`src/rtl/txring_fetcher.sv`:
```
module txring_fetcher #(
  parameter int AW      = 16,
  parameter int LW      = 11,
  parameter int EOR_BIT = 21
) (
  input  logic          clk,
  input  logic          rst_n,
  input  logic          cfg_enable,
  input  logic          cfg_wide_gap,
  input  logic [AW-1:0] cfg_base,
  input  logic          poll_wr,
  output logic          mem_req,
  output logic          mem_we,
  output logic [AW-1:0] mem_addr,
  output logic [31:0]   mem_wdata,
  input  logic          mem_ack,
  input  logic [31:0]   mem_rdata,
  output logic          tx_valid,
  output logic [7:0]    tx_data,
  output logic          tx_last,
  input  logic          tx_ready,
  output logic          tx_done
);
  localparam logic [31:0]   DONE_STATUS = 32'h4000_0000;
  localparam logic [AW-1:0] STEP_NARROW = AW'(4);
  localparam logic [AW-1:0] STEP_WIDE   = AW'(8);
  localparam logic [LW-1:0] ONE_LEFT    = LW'(1);

  typedef enum logic [2:0] {
    S_IDLE, S_STAT, S_CTL, S_BUF, S_WORD, S_SEND, S_WB, S_SUSP
  } state_t;

  state_t        st;
  logic [AW-1:0] dptr, bptr;
  logic [LW-1:0] left;
  logic [1:0]    bsel;
  logic [31:0]   word;
  logic          wrap;

  assign mem_req   = st inside {S_STAT, S_CTL, S_BUF, S_WORD, S_WB};
  assign mem_we    = (st == S_WB);
  assign mem_wdata = DONE_STATUS;
  assign tx_valid  = (st == S_SEND);
  assign tx_data   = word[8*bsel +: 8];
  assign tx_last   = tx_valid && (left == ONE_LEFT);

  always_comb begin
    case (st)
      S_CTL:   mem_addr = dptr + AW'(1);
      S_BUF:   mem_addr = dptr + AW'(2);
      S_WORD:  mem_addr = bptr;
      default: mem_addr = dptr;
    endcase
  end

  always_ff @(posedge clk) begin
    if (!rst_n) begin
      st      <= S_IDLE;
      dptr    <= '0;
      bptr    <= '0;
      left    <= '0;
      bsel    <= '0;
      word    <= '0;
      wrap    <= 1'b0;
      tx_done <= 1'b0;
    end else begin
      tx_done <= 1'b0;
      if (!cfg_enable) begin
        st   <= S_IDLE;
        dptr <= cfg_base;
      end else begin
        case (st)
          S_IDLE: begin
            dptr <= cfg_base;
            st   <= S_STAT;
          end
          S_STAT: if (mem_ack) st <= mem_rdata[31] ? S_CTL : S_SUSP;
          S_SUSP: if (poll_wr) st <= S_STAT;
          S_CTL: if (mem_ack) begin
            left <= mem_rdata[LW-1:0];
            wrap <= mem_rdata[EOR_BIT];
            st   <= (mem_rdata[LW-1:0] == '0) ? S_WB : S_BUF;
          end
          S_BUF: if (mem_ack) begin
            bptr <= mem_rdata[AW-1:0];
            st   <= S_WORD;
          end
          S_WORD: if (mem_ack) begin
            word <= mem_rdata;
            bsel <= '0;
            st   <= S_SEND;
          end
          S_SEND: if (tx_ready) begin
            left <= left - ONE_LEFT;
            bsel <= bsel + 2'd1;
            if (left == ONE_LEFT) st <= S_WB;
            else if (bsel == 2'd3) begin
              bptr <= bptr + AW'(1);
              st   <= S_WORD;
            end
          end
          S_WB: if (mem_ack) begin
            tx_done <= 1'b1;
            dptr    <= wrap ? cfg_base : dptr + (cfg_wide_gap ? STEP_WIDE : STEP_NARROW);
            st      <= S_STAT;
          end
          default: st <= S_IDLE;
        endcase
      end
    end
  end
endmodule

```
`config.mk`:
```
export PLATFORM = sky130hd
export DESIGN_NAME = txring_fetcher
export DESIGN_NICKNAME = d
export VERILOG_FILES = /design/src/rtl/txring_fetcher.sv
export SDC_FILE = /design/constraint.sdc
export NUM_CORES = 1
export LEC_CHECK = 0
export ABC_AREA = 0
export BUFFER_PORTS_ARGS = -buffer_cell sky130_fd_sc_hd__buf_2
export CELL_PAD_IN_SITES_DETAIL_PLACEMENT = 0
export CELL_PAD_IN_SITES_GLOBAL_PLACEMENT = 1
export CORE_UTILIZATION = 43
export CTS_BUF_LIST = sky130_fd_sc_hd__clkbuf_8 sky130_fd_sc_hd__clkbuf_16
export DETAILED_ROUTE_END_ITERATION = 8
export GPL_ROUTABILITY_DRIVEN = 0
export PLACE_DENSITY_LB_ADDON = 0.1
export SLEW_MARGIN = 20
export SYNTH_ARGS = -nofsm -noshare
export SYNTH_HDL_FRONTEND = slang
export SYNTH_SLANG_ARGS = --single-unit
```
`constraint.sdc`:
```
create_clock -name clk -period 5.6 [get_ports clk]
set_clock_uncertainty 0.2 [all_clocks]
set_input_delay 1.12 -clock clk [delete_from_list [all_inputs] [get_ports clk]]
set_output_delay 1.12 -clock clk [all_outputs]
set_load 0.02 [all_outputs]
```
### Yosys cells after proc, flatten, opt, wreduce, memory -nomap -nowiden

Cells that the tools add are included.

| word-level totals | value |
|---|---|
| word-level logic and storage cells | 82 |
| output and inout port bits | 61 |
| bits in registers | 82 |

| cells by class | value |
|---|---|
| shift operators | 1 |
| add/subtract/negate cells | 6 |
| reductions and logical operators | 16 |
| equality and inequality tests | 21 |
| mux-type cells | 30 |

Operator list:

| cell | number |
|---|---|
| $mux W16 | 7 |
| $pmux W16 S2 | 2 |
| $pmux W16 S3 | 1 |
| $mux W3 | 11 |
| $add A16 B1 Y16 const B | 2 |
| $shiftx A32 B6 Y8 | 1 |
| $pmux W3 S8 | 1 |
| $mux W11 | 2 |
| $pmux W11 S2 | 1 |
| $add A16 B2 Y16 const B | 1 |
| $add A16 B4 Y16 | 1 |
| $eq A3 B3 Y1 const B | 4 |
| $ne A2 B2 Y1 const B | 6 |
| $eq A11 B1 Y1 const B | 1 |
| $logic_not A11 Y1 | 1 |
| $sub A11 B1 Y11 const B | 1 |
| $reduce_and A3 Y1 | 3 |
| $reduce_and A4 Y1 | 2 |
| $reduce_and A8 Y1 | 1 |
| $eq A3 B2 Y1 const B | 2 |
| $ne A2 B1 Y1 const B | 3 |
| $ne A3 B1 Y1 const B | 2 |
| $reduce_and A6 Y1 | 1 |
| $reduce_bool A2 Y1 | 3 |
| 12 further kinds | 14 |

### Depth between registers and ports, before layout

| depth | value |
|---|---|
| word-level depth | 6 |
| gate-level depth with buffers | 9 |
| gate-level depth less buffers | 9 |

### Worst setup path before layout

No wires, ideal clock.

| timing | value |
|---|---|
| path kind | reg2out |
| start | register dptr[2] |
| end | output port mem_addr[11] |
| buffers on the path | 0 |
| cell stages (with the launch flop) | 7 |
| setup slack | 2.501 ns |
| required time | 4.280 ns |
| arrival time | 1.779 ns |
| cells stage by stage | dfxtp_1 > ha_1 > nand4_1 > or3_1 > nor2_1 > a21oi_1 > a221o_1 |

| on the way | value |
|---|---|
| word-level cells in the longest chain between the ends | 2 |
| elaborated cells between the ends (all ways) | 3 |

Ends and longest elaborated chain:

| item | line | RTL |
|---|---|---|
| start, declared | 34 | `logic [AW-1:0] dptr, bptr;` |
| start signal, assigned | 70 | `dptr <= cfg_base;` |
| start signal, assigned | 74 | `dptr <= cfg_base;` |
| start signal, assigned | 104 | `dptr <= wrap ? cfg_base : dptr + (cfg_wide_gap ? STEP_WIDE : STEP_NARROW);` |
| $add A16 B2 Y16 or $add A16 B1 Y16 (tied branches) | 50, 49 |  |
| $pmux W16 S3 (*) | 48 | `case (st)` |
| end, declared | 14 | `output logic [AW-1:0] mem_addr,` |

Mark *: on every way between the ends. The rest lies on a longest branch, timed or not.

### Worst setup path after layout

| timing | value |
|---|---|
| start | register st[2] |
| end | output port mem_addr[12] |

| on the way | value |
|---|---|
| word-level cells in the longest chain between the ends | 2 |
| elaborated cells between the ends (all ways) | 4 |

Ends and longest elaborated chain:

| item | line | RTL |
|---|---|---|
| start, declared | 33 | `state_t st;` |
| start signal, assigned | 77 | `S_STAT: if (mem_ack) st <= mem_rdata[31] ? S_CTL : S_SUSP;` |
| start signal, assigned | 82 | `st <= (mem_rdata[LW-1:0] == '0) ? S_WB : S_BUF;` |
| $eq A3 B3 Y1 or $eq A3 B2 Y1 (tied branches) | 48 |  |
| $pmux W16 S3 (*) | 48 |  |

Marked as above.

==> results <==
- Clock-pin slew was measured on the worst setup and hold paths at 0.06 ns.
- Clock tree synthesis inserted a total of 9 buffers.
- Setup repair after global routing left no endpoint under its margin.
- The final number of max-transition violations is 0.
- The share of the clock period used by the worst path after layout is 74.8%.
- The hold violation total from the final report came to 0.
- Measured on the finished design, the core utilization comes to 49.4%.
- The length of the first detailed-routing pass in iterations is 5.
- The number of antenna violations at the first check in global routing was 0.
- For the worst-skew pair, the clock arrives at the later sink with an insertion delay of 0.35 ns.
- The total global-route track usage is 25.6%.
- The endpoint identified for the worst register-to-register timing path is bptr[11].
- The core area is 12200 um^2.
- During placement, the flow inserted port buffers numbering 83.
- The post-CTS setup repair buffer count is 0.
- Subtracting the final worst setup slack from the clock period gives 4.19 ns.
- The worst setup path is launched from a flop.
- The depth of the worst register-to-register path is 5.
- The first global-routing pass estimated 26300 um of wire.
- The final-layout setup total negative slack is 0 ns.
- Among all flip-flop cells after synthesis, the most frequent one is sky130_fd_sc_hd__dfxtp_1.
- The setup check on the worst reg-to-reg path leaves a slack of 2.40 ns.
- The detail route stage leaves a number of antenna-violating nets equal to 0.
- The layer flagged by global routing as most heavily used is met2.
- The maximum fanout along the worst path is 29.
- The routing usage on met1 is 36.7%.
- Counting flops with an async set or reset pin after synthesis yields a share of 0%.
- In the final layout, the share of cells above drive strength 1 is 16.4%.
- In this run the worst hold path is classified as reg2reg.
- The iteration-0 DRC count of the detailed router is 450.
- Counting along the longest clock path gives a buffer depth of 2.
- STA classifies the critical path endpoint as an output pin.
- The flow ran to the end, and the final reports show no timing, DRC or antenna violations.
- In this run, synthesis inferred 0 flip-flops with an integrated enable.
- In this run the horizontal extent of the chip is 115 um.
- Synthesis handed over a netlist of 746 instances.
- The DRC violation count after routing is 0.
- The hold-fix buffer count after cts is 0.
- Clock tree synthesis selected as its root buffer the cell sky130_fd_sc_hd__clkbuf_16.
- The clock tree from TritonCTS is yes.
- Of the synthesized area, sequential elements account for 30.1%.
- During synthesis, Yosys emitted a total of 0 warnings.
- The critical setup path kind is reg2out.
- The mapped netlist covers 5460 um^2.
- The top cell types in the final layout, fill and taps aside, are 141 x sky130_fd_sc_hd__nand2_1, 84 x sky130_fd_sc_hd__a21oi_1, 83 x sky130_fd_sc_hd__buf_2.
- The final routed wirelength across all metal layers is 16300 um.
- The count of instances resized after the clock tree is built is 0.
- Counting flops and latches in the post-synthesis netlist gives 82.
- The power per cell area is 233 nW/um^2.
- The via count of the first global-routing pass came to 5098.
- The worst register-to-register path begins at st[2].
- Across the whole layout, storage elements account for 1640 um^2.
- Setup violations remaining at the end of the flow were counted as 0.
- The routed length per instance is 17.1 um.
- The H-tree depth reported by CTS is 3.
- The floorplan has 40 rows.
- The overflow left after global routing is 0.
- The tool flagged a number of max-cap violations equal to 0.
- Relative to the synthesized area, the layout overhead comes to 10.4%.
- In this run the worst setup path begins at st[2].
- At the pin with the least slew margin, the transition time is 1.02 ns.
- For this block, the via count after detailed routing is 5538.
- The boundary pin count is 116.
- The number of fill cells is 1288.
- For this run, global-route usage on met2 was measured as 39.2%.
- Summed over all cells, the static leakage comes to 2.35 nW.
- The repair_antennas step left the layout with diodes totalling 0.
- Measured against its own limit, the worst slew margin works out to 32.0%.
- The peak supply drop is 0.000241 V.
- The data arrival time of the worst path is 2.87 ns.
- The critical path ends at mem_addr[12].
- The number of nets in the finished design is 848.
- Detailed placement finished with a half-perimeter wire length of 11700 um.
- The pin count of the biggest net entering global routing is 56.
- A synthesized cell averages 7.32 um^2.
- Based on the critical path, the design can be clocked at up to 239 MHz.
- The floorplan die area is 13200 um^2.
- The most frequent standard cell in the layout excluding fill and tap cells is sky130_fd_sc_hd__nand2_1.
- At the worst endpoint, the required time is 4.28 ns.
- The count of cell types in the netlist is 77.
- Dividing the detail-routed via count by the number of cells gives 5.79.
- Clock tree synthesis found a total of 82 sinks.
- The global-route track usage on met3 is 5.03%.
- The multi-input logic area is 3390 um^2.
- The initial utilization of the core area, before any placement, comes to 44.7%.
- The floorplan die height is 115 um.
-- layout make-up --
cell class | instances | area share, %
clock buffers | 10 | 3.96
clock inverters | 5 | 1.04
inverters | 10 | 0.623
multi-input cells | 594 | 56.3
flip-flops and latches | 82 | 27.2
well taps | 168 | 3.49
repair buffers | 87 | 7.39
-- per-layer routing --
layer / routed length [um] / up-vias
met5: 0 / -
met4: 205 / 0
met3: 832 / 19
met2: 7320 / 186
met1: 7980 / 2645
li1: - / 2688
-- critical path: stages, from the launching register on --
cell and delay [ns]:
sky130_fd_sc_hd__dfxtp_1 0.93, sky130_fd_sc_hd__or3b_1 0.60, sky130_fd_sc_hd__nand2_1 0.19, sky130_fd_sc_hd__a21boi_1 0.18, sky130_fd_sc_hd__o22ai_1 0.10, sky130_fd_sc_hd__a311oi_1 0.28
sky130_fd_sc_hd__buf_2 0.23
-- synthesized netlist by cell type (all sizes together) (7+ instances only) --
master / count / area (um^2)
nand2: 141 / 529
a21oi: 85 / 429
dfxtp: 82 / 1640
buf: 59 / 388
nor2: 55 / 216
o21ai: 41 / 220
clkbuf: 31 / 116
nand3: 31 / 155
nor3: 23 / 125
o22ai: 15 / 93.8
inv: 10 / 37.5
nand4: 10 / 62.6
a22oi: 9 / 67.6
and3: 9 / 56.3
o211ai: 9 / 67.6
and2: 8 / 50.1
ha: 8 / 100
mux4: 8 / 180
nor4: 7 / 50.1
o21a: 7 / 52.6
-- per-stage QoR --
step	hold slack [ns]	cells	power, mW	instance area [um^2]	setup slack, ns
2_1_floorplan	0.233	776	0.757	5570	2.50
3_3_place_gp	0.240	941	0.798	5730	1.96
3_5_place_dp	0.247	941	0.802	5730	1.89
4_1_cts	0.257	956	1.42	6030	1.49
5_1_grt	0.273	956	1.46	6030	1.22
6_report	0.252	956	1.40	6030	1.41
-- how the worst min path moves through the flow --
stage               startpoint       end  slack, ns  depth (start not counted)
CTS                   word[27]  word[27]       0.26                          2
global route          word[28]  word[28]       0.27                          2
finish                word[25]  word[25]       0.25                          2
detailed placement    word[27]  word[27]       0.25                          2
global placement      word[27]  word[27]       0.24                          2
floorplan             word[10]  word[10]       0.23                          2
-- power by group --
group | internal (mW) | total [mW] | switching, mW | leakage (nW)
Sequential | 0.594 | 0.617 | 0.0234 | 0.665
Clock | 0.358 | 0.613 | 0.255 | 0.141
Combinational | 0.0592 | 0.173 | 0.114 | 1.54
Total | 1.01 | 1.40 | 0.393 | 2.35
-- kinds of logic (layout without fill, tap and decap cells) --
family | after synthesis | in the layout | synth area share (%)
and+or+nand+nor | 320 | 320 | 27.9
AOI/OAI and AO/OA | 217 | 217 | 25.1
buffers and inverters | 100 | 112 | 9.92
DFF | 82 | 82 | 30.1
muxes | 11 | 11 | 3.85
adders and majority gates | 10 | 10 | 2.38
xor gates and xnor gates | 4 | 4 | 0.642
other | 2 | 32 | 0.138
-- sequential cells by signal, indices dropped and copies added, names as in the netlist --
name,flops
word,32
bptr,16
dptr,16
left,11
st,3
bsel,2
tx_done,1
wrap,1
Power figures use the tool's default switching activity.
